--- src/rtl/vid_fmt_pkg.sv ---
package vid_fmt_pkg;
  typedef enum logic [1:0] {
    FMT_ILV  = 2'd0,
    FMT_DUAL = 2'd1,
    FMT_RAW  = 2'd2,
    FMT_RAW2 = 2'd3
  } fmt_e;

  typedef struct packed {
    logic       fill_on_empty;
    logic [1:0] raw_wsel;
    fmt_e       fmt;
  } ctrl_t;

  typedef struct packed {
    logic [7:0] c_hi;
    logic [7:0] c_lo;
    logic [7:0] y_hi;
    logic [7:0] y_lo;
  } clip_t;

  localparam clip_t CLIP_RST = '{c_hi: 8'hF0, c_lo: 8'h10, y_hi: 8'hEB, y_lo: 8'h10};

  typedef struct packed {
    logic [7:0] cr;
    logic [7:0] cb;
    logic [7:0] y;
  } fill_t;
endpackage

--- src/rtl/vid_fmt_regs.sv ---
module vid_fmt_regs
  import vid_fmt_pkg::*;
#(
  parameter int CNT_W = 12
) (
  input  logic             clk_i,
  input  logic             rst_ni,
  input  logic             we_i,
  input  logic [1:0]       addr_i,
  input  logic [31:0]      wdata_i,
  output ctrl_t            ctrl_o,
  output clip_t            clip_o,
  output fill_t            fill_o,
  output logic [CNT_W-1:0] hoff_o,
  output logic [CNT_W-1:0] voff_o
);
  localparam int VOFF_LSB = 16;

  always_ff @(posedge clk_i or negedge rst_ni) begin
    if (!rst_ni) begin
      ctrl_o <= '0;
      clip_o <= CLIP_RST;
      fill_o <= '0;
      hoff_o <= '0;
      voff_o <= '0;
    end else if (we_i) begin
      unique case (addr_i)
        2'd0: ctrl_o <= ctrl_t'(wdata_i[$bits(ctrl_t)-1:0]);
        2'd1: clip_o <= clip_t'(wdata_i);
        2'd2: fill_o <= fill_t'(wdata_i[$bits(fill_t)-1:0]);
        default: begin
          hoff_o <= wdata_i[CNT_W-1:0];
          voff_o <= wdata_i[VOFF_LSB +: CNT_W];
        end
      endcase
    end
  end
endmodule

--- src/rtl/vid_clamp.sv ---
module vid_clamp #(
  parameter int W = 8
) (
  input  logic [W-1:0] val_i,
  input  logic [W-1:0] lo_i,
  input  logic [W-1:0] hi_i,
  output logic [W-1:0] val_o
);
  always_comb begin
    if (val_i > hi_i)      val_o = hi_i;
    else if (val_i < lo_i) val_o = lo_i;
    else                   val_o = val_i;
  end
endmodule

--- src/rtl/vid_fmt_phase.sv ---
module vid_fmt_phase (
  input  logic       clk_i,
  input  logic       rst_ni,
  input  logic       active_i,
  output logic [1:0] ph_o
);
  always_ff @(posedge clk_i or negedge rst_ni) begin
    if (!rst_ni)        ph_o <= '0;
    else if (!active_i) ph_o <= '0;
    else                ph_o <= ph_o + 2'd1;
  end


  phase_clr_chk: assert property (@(posedge clk_i) disable iff (!rst_ni)
    !active_i |=> ph_o == 2'd0);


  phase_step_chk: assert property (@(posedge clk_i) disable iff (!rst_ni)
    active_i |=> ph_o == $past(ph_o) + 2'd1);
endmodule

--- src/rtl/vid_out_fmt.sv ---
module vid_out_fmt
  import vid_fmt_pkg::*;
#(
  parameter int CNT_W = 12,
  parameter int DW    = 20
) (
  input  logic             clk_i,
  input  logic             rst_ni,
  input  logic             cfg_we_i,
  input  logic [1:0]       cfg_addr_i,
  input  logic [31:0]      cfg_wdata_i,
  input  logic             active_i,
  input  logic [CNT_W-1:0] pix_cnt_i,
  input  logic [CNT_W-1:0] line_cnt_i,
  input  logic             fifo_empty_i,
  input  logic [DW-1:0]    fifo_data_i,
  output logic             fifo_rd_o,
  output logic [DW-1:0]    dout_o
);
  localparam int LANE = DW / 2;
  localparam int PAD  = LANE - 8;

  ctrl_t            ctrl;
  clip_t            clip;
  fill_t            fill;
  logic [CNT_W-1:0] hoff, voff;
  logic [1:0]       ph;

  vid_fmt_regs #(.CNT_W(CNT_W)) i_regs (
    .clk_i, .rst_ni,
    .we_i(cfg_we_i), .addr_i(cfg_addr_i), .wdata_i(cfg_wdata_i),
    .ctrl_o(ctrl), .clip_o(clip), .fill_o(fill), .hoff_o(hoff), .voff_o(voff)
  );

  vid_fmt_phase i_phase (.clk_i, .rst_ni, .active_i, .ph_o(ph));

  // component 0 = luma, 1 = chroma
  logic [1:0][7:0] cmp_in, cmp_lo, cmp_hi, cmp_clp;
  assign cmp_in[0] = fifo_data_i[7:0];
  assign cmp_in[1] = (ctrl.fmt == FMT_DUAL) ? fifo_data_i[LANE +: 8] : fifo_data_i[7:0];
  assign cmp_lo    = {clip.c_lo, clip.y_lo};
  assign cmp_hi    = {clip.c_hi, clip.y_hi};

  for (genvar g = 0; g < 2; g++) begin : g_clamp
    vid_clamp #(.W(8)) i_clamp (
      .val_i(cmp_in[g]), .lo_i(cmp_lo[g]), .hi_i(cmp_hi[g]), .val_o(cmp_clp[g])
    );
  end

  logic img, use_fill, hold, raw, is_luma;
  assign raw      = ctrl.fmt[1];
  assign img      = active_i && (line_cnt_i >= voff) && (pix_cnt_i >= hoff);
  assign fifo_rd_o = img && !fifo_empty_i;
  assign use_fill = active_i && (!img || (fifo_empty_i && ctrl.fill_on_empty));
  assign hold     = img && fifo_empty_i && !ctrl.fill_on_empty;
  assign is_luma  = ph[0];

  logic [DW-1:0] raw_msk;
  always_comb begin
    unique case (ctrl.raw_wsel)
      2'd0:    raw_msk = {{(DW-8){1'b0}}, {8{1'b1}}};
      2'd1:    raw_msk = {{(DW-10){1'b0}}, {10{1'b1}}};
      2'd2:    raw_msk = {{(DW-16){1'b0}}, {16{1'b1}}};
      default: raw_msk = '1;
    endcase
  end

  logic [7:0]    ilv_byte, dual_y, dual_c, fill_c_ilv, fill_c_dual;
  logic [DW-1:0] raw_src, nxt;
  assign fill_c_ilv  = ph[1] ? fill.cr : fill.cb;
  assign fill_c_dual = ph[0] ? fill.cr : fill.cb;
  assign ilv_byte    = use_fill ? (is_luma ? fill.y : fill_c_ilv)
                                : (is_luma ? cmp_clp[0] : cmp_clp[1]);
  assign dual_y      = use_fill ? fill.y : cmp_clp[0];
  assign dual_c      = use_fill ? fill_c_dual : cmp_clp[1];
  assign raw_src     = (active_i && !use_fill) ? fifo_data_i
                                               : DW'({fill.cr, fill.cb, fill.y});

  always_comb begin
    if (raw)            nxt = raw_src & raw_msk;
    else if (!active_i) nxt = '0;
    else if (ctrl.fmt == FMT_DUAL)
      nxt = {dual_c, {PAD{1'b0}}, dual_y, {PAD{1'b0}}};
    else
      nxt = {{LANE{1'b0}}, ilv_byte, {PAD{1'b0}}};
  end

  always_ff @(posedge clk_i or negedge rst_ni) begin
    if (!rst_ni)   dout_o <= '0;
    else if (!hold) dout_o <= nxt;
  end


  rd_empty_chk: assert property (@(posedge clk_i) disable iff (!rst_ni)
    fifo_rd_o |-> (!fifo_empty_i && active_i));


  lane_pad_chk: assert property (@(posedge clk_i) disable iff (!rst_ni)
    (!raw && !hold) |=> (dout_o[PAD-1:0] == '0 && dout_o[LANE +: PAD] == '0));


  blank_zero_chk: assert property (@(posedge clk_i) disable iff (!rst_ni)
    (!raw && !active_i) |=> dout_o == '0);


  raw_mask_chk: assert property (@(posedge clk_i) disable iff (!rst_ni)
    (raw && !hold) |=> (dout_o & ~$past(raw_msk)) == '0);


  luma_clip_chk: assert property (@(posedge clk_i) disable iff (!rst_ni)
    (ctrl.fmt == FMT_ILV && fifo_rd_o && is_luma && !ctrl.fill_on_empty
     && clip.y_lo <= clip.y_hi)
    |=> (dout_o[PAD +: 8] >= $past(clip.y_lo) && dout_o[PAD +: 8] <= $past(clip.y_hi)));
endmodule

--- config.mk ---
export PLATFORM = sky130hd
export DESIGN_NAME = vid_out_fmt
export DESIGN_NICKNAME = d
export VERILOG_FILES = /design/src/rtl/vid_fmt_pkg.sv /design/src/rtl/vid_fmt_regs.sv /design/src/rtl/vid_clamp.sv /design/src/rtl/vid_fmt_phase.sv /design/src/rtl/vid_out_fmt.sv
export SDC_FILE = /design/constraint.sdc
export NUM_CORES = 1
export LEC_CHECK = 0
export ABC_AREA = 1
export BUFFER_PORTS_ARGS = -buffer_cell sky130_fd_sc_hd__buf_2
export CAP_MARGIN = 15
export CORE_MARGIN = 5
export CORE_UTILIZATION = 50
export CTS_BUF_LIST = sky130_fd_sc_hd__clkbuf_2 sky130_fd_sc_hd__clkbuf_4 sky130_fd_sc_hd__clkbuf_8
export DETAILED_ROUTE_END_ITERATION = 8
export PLACE_DENSITY = 0.77
export SYNTH_ARGS = -nofsm -noshare
export SYNTH_HDL_FRONTEND = slang
export SYNTH_SLANG_ARGS = --single-unit
export TNS_END_PERCENT = 5
--- constraint.sdc ---
create_clock -name clk_i -period 2.7 [get_ports clk_i]
set_clock_uncertainty 0.2 [all_clocks]
set_input_delay 0.405 -clock clk_i [delete_from_list [all_inputs] [get_ports clk_i]]
set_output_delay 0.405 -clock clk_i [all_outputs]
set_load 0.01 [all_outputs]
==> results.sh <==
export IMPL_worst_r2r_endpoint="dout_o[7]$_DFFE_PN0N_"
export IMPL_seq_area_frac_synth_pct=39.1
export IMPL_violations="setup timing"
export IMPL_syn_area_um2=6890
export IMPL_synth_edf_count=0
export IMPL_n_fill_cell=1262
export IMPL_endpoint="dout_o[7]$_DFFE_PN0N_"
export IMPL_end_kind="flop"
export IMPL_syn_area_per_cell_um2=7.25
export IMPL_startpoint="i_regs.ctrl_o[1]$_DFFE_PN0P_"
export IMPL_insertion_delay_ps=390
export IMPL_maxSlewHeadroom_pct=61.0
export IMPL_die_h_um=127
export IMPL_crit_cells=20
export IMPL_clkSinkCount=107
export IMPL_p_leak_nw=4.48
export IMPL_final_common_cell="nand2_1"
export IMPL_synthFlopType="dfrtp_1"
export IMPL_ant_nets=0
export IMPL_grt_max_degree=49
export IMPL_cpMostUsedCell="nand2_1"
export IMPL_drt_wirelength_per_cell_um=16.4
export IMPL_syn2layout_area_growth_pct=23.4
export IMPL_wl_mm=20.8
export IMPL_worst_path_largest_cell_delay_ps=420
export IMPL_status="finished, violations left"
export IMPL_postLayoutCellArea_um2=8500
export IMPL_dr_pass1_iters=6
export IMPL_reg2regPathDepth=20
export IMPL_htreeDepth=3
export IMPL_hold_worst_slack_ps=31.7
export IMPL_final_cell_mix="276 x nand2_1, 135 x inv_1, 121 x o21ai_0"
export IMPL_intPower_w=0.00326
export IMPL_pre_cts_ws_ps=-223
export IMPL_critPathKind="flop to flop"
export IMPL_vias=6787
export IMPL_routed_via_density=5.35
export IMPL_rsz0062_at_grt="yes"
export IMPL_rrSetupSlack_ps=-50
export IMPL_nets=1224
export IMPL_gp_congestion=0.992
export IMPL_tns_ps=-145
export IMPL_hold_violations=0
export IMPL_max_freq_mhz=364
export IMPL_syn_instance_count=950
export IMPL_clk_pin_slew_worst_paths_ps=110
export IMPL_fin_crit_sh_pct=102
export IMPL_cts_buffers=9
export IMPL_setup_violations=6
export IMPL_ys_async_sr_fraction_pct=100
export IMPL_clock_tree_buffer_depth=2
export IMPL_worstSetupStartpointType="flop"
export IMPL_fin_ws_ps=-50.1
export IMPL_worstPathCellList="inv_4 > nand2_8 > nand2_1 > o21ai_1 > buf_4 > ha_4 > a21oi_1 > o21ai_1 > nand2_1 > o211ai_1 > nand2_1 > buf_6 > buf_4 > nand3_2 > nand3_1 > nand2_1 > nand2_1 > nand2_1 > nand2_1 > nand2_1"
export IMPL_die_area_um2=16200
export IMPL_crit_buf_inv=4
export IMPL_tritoncts="yes"
export IMPL_grt_pass1_vias=6424
export IMPL_hp_class="input port to flop"
export IMPL_arrival_ps=2850
export IMPL_layout_drive_gt1_share_pct=23.4
export IMPL_seq_area_um2=2690
export IMPL_pwr_share_seq_pct=39.0
export IMPL_yosys_warnings=0
export IMPL_multiInputGateArea_um2=3850
export IMPL_cts_root_buffer="clkbuf_8"
export IMPL_ys_ff_latch=107
export IMPL_grt_pass1_wl_mm=33.0
export IMPL_power_frac_clock_pct=20.6
export IMPL_r2r_start="i_regs.ctrl_o[1]$_DFFE_PN0P_"
export IMPL_netlist_cell_type_count=37
export IMPL_place_area_um2=7890
export IMPL_swShare_pct=39.7
export IMPL_period_minus_slack_ps=2750
export IMPL_slowest_stage="dfrtp_1"
export IMPL_power_density_nw_per_um2=635
export IMPL_drv_slew=0
export IMPL_hold_path_cell_count=3
export IMPL_tightest_slew_ps=583
export IMPL_antenna_found_initial=0
export IMPL_crit_family="simple AND/OR/NAND/NOR gates"
export IMPL_start_util_pct=51.4
export IMPL_dp_hpwl_mm=16.2
export IMPL_cp_max_fo=8
export IMPL_combPwrFrac_pct=40.4
export IMPL_vdd_drop_max_mv=0.313
export IMPL_fp_dieW_um=127
export IMPL_diodes=0
export IMPL_p_sw_w=0.00214
export IMPL_drt_iter0_drc=609
export IMPL_drc=0
export IMPL_row_count=42
export IMPL_core_area_um2=13400
export IMPL_cap_violations=0
export IMPL_grt_ovfl_total=0
export IMPL_syn_nets=1087
export IMPL_io_pins=104
export IMPL_track_usage_pct=25.8
export IMPL_io_buffers=103
export IMPL_cp_required_ps=2800
-- state kept, by name, indices dropped and copies added, names as in the netlist --
name / count
i_regs.clip_o: 32
dout_o: 20
i_regs.ctrl_o: 5
i_phase.ph_o: 2
i_regs.hoff_o: 12
i_regs.fill_o: 24
i_regs.voff_o: 12
-- logic make-up (layout without fill, tap and decap cells) --
| logic type | Yosys count | in the layout | synth area share [%] |
|---|---|---|---|
| simple gates | 394 | 396 | 23.9 |
| compound gates | 219 | 219 | 17.1 |
| buf+inv | 175 | 315 | 9.97 |
| flops | 107 | 107 | 39.1 |
| fa+ha+maj | 54 | 54 | 9.81 |
| xor+xnor | 1 | 1 | 0.127 |
-- power by group through the flow --
stage	sequential [W]	combinational, W	clock, W
after detailed placement	0.00212	0.00191	0
final	0.00210	0.00218	0.00111
after global routing	0.00213	0.00245	0.00118
after CTS	0.00209	0.00206	0.00113
after global placement	0.00211	0.00189	0
after floorplan	0.00207	0.00122	0
-- tightest hold or removal path: cells and delay by family --
kind / cells / cell delay (ps)
buf+inv: 2 / 140
compound gates: 1 / 70
-- timing repair --
item                                    in CTS  in global routing
hold buffers                                 1                  0
resized for setup                           38                 36
buffers inserted                             3                  0
endpoints found under the setup margin      16                 18
gates cloned                                 2                  1
hold endpoints to repair                    37                  0
pin swaps                                   15                 28
-- cell usage after synthesis, types with 2 or more instances --
| library cell | instances | share of area, % |
|---|---|---|
| buf_2 | 6 | 0.44 |
| nand2_4 | 3 | 0.49 |
| buf_4 | 2 | 0.22 |
| buf_1 | 2 | 0.11 |
| buf_6 | 2 | 0.33 |
| inv_1 | 136 | 7.4 |
| a21oi_1 | 52 | 3.8 |
| nor2_1 | 38 | 2.1 |
| dfrtp_1 | 95 | 35 |
| nor2_4 | 2 | 0.33 |
| o211ai_1 | 18 | 2.0 |
| inv_2 | 4 | 0.22 |
| a22oi_1 | 2 | 0.22 |
| nand4_2 | 2 | 0.36 |
| clkbuf_1 | 22 | 1.2 |
| nand4_1 | 6 | 0.55 |
| o21ai_0 | 129 | 9.4 |
| ha_1 | 54 | 9.8 |
| nand3_1 | 44 | 3.2 |
| nand2_1 | 292 | 16 |
| o21a_1 | 4 | 0.44 |
| dfstp_2 | 12 | 4.6 |
| o21ai_1 | 9 | 0.65 |
-- stage by stage --
step	power, W	cells	util (%)
2_1_floorplan	0.00329	950	-
3_3_place_gp	0.00400	1245	58.9
3_5_place_dp	0.00403	1245	58.9
4_1_cts	0.00528	1267	62.1
5_1_grt	0.00577	1268	63.4
6_report	0.00540	1268	63.4
-- routing by layer --
metal  share of wire, %  track usage, %  up-vias  wire, um
met2                 43            38.5      284      8970
li1                   -               -     3351         -
met3                9.0            4.59       34      1870
met1                 45            37.7     3118      9440
met4                2.4            9.02        0       489
met5                  0               0        -         0
-- worst min path at each step --
stage / to / slack [ps] / from
after floorplan: dout_o[0]$_DFFE_PN0N_ / -90 / rst_ni
after global routing: i_regs.clip_o[28]$_DFFE_PN1P_ / 30 / cfg_wdata_i[28]
final: i_regs.clip_o[14]$_DFFE_PN1P_ / 30 / cfg_wdata_i[14]
after global placement: i_regs.clip_o[25]$_DFFE_PN0P_ / 240 / rst_ni
after CTS: i_regs.clip_o[14]$_DFFE_PN1P_ / 20 / cfg_wdata_i[14]
after detailed placement: i_regs.clip_o[25]$_DFFE_PN0P_ / 240 / rst_ni
-- final cells by class --
class	instances	area share, %
inverters	141	6.26
multi-input cells	670	45.3
well taps	176	2.59
clock inverters	5	0.795
repair buffers	158	11.6
flip-flops and latches	107	31.7
clock buffers	11	1.78
No activity file was read; power rests on OpenSTA's default activity.
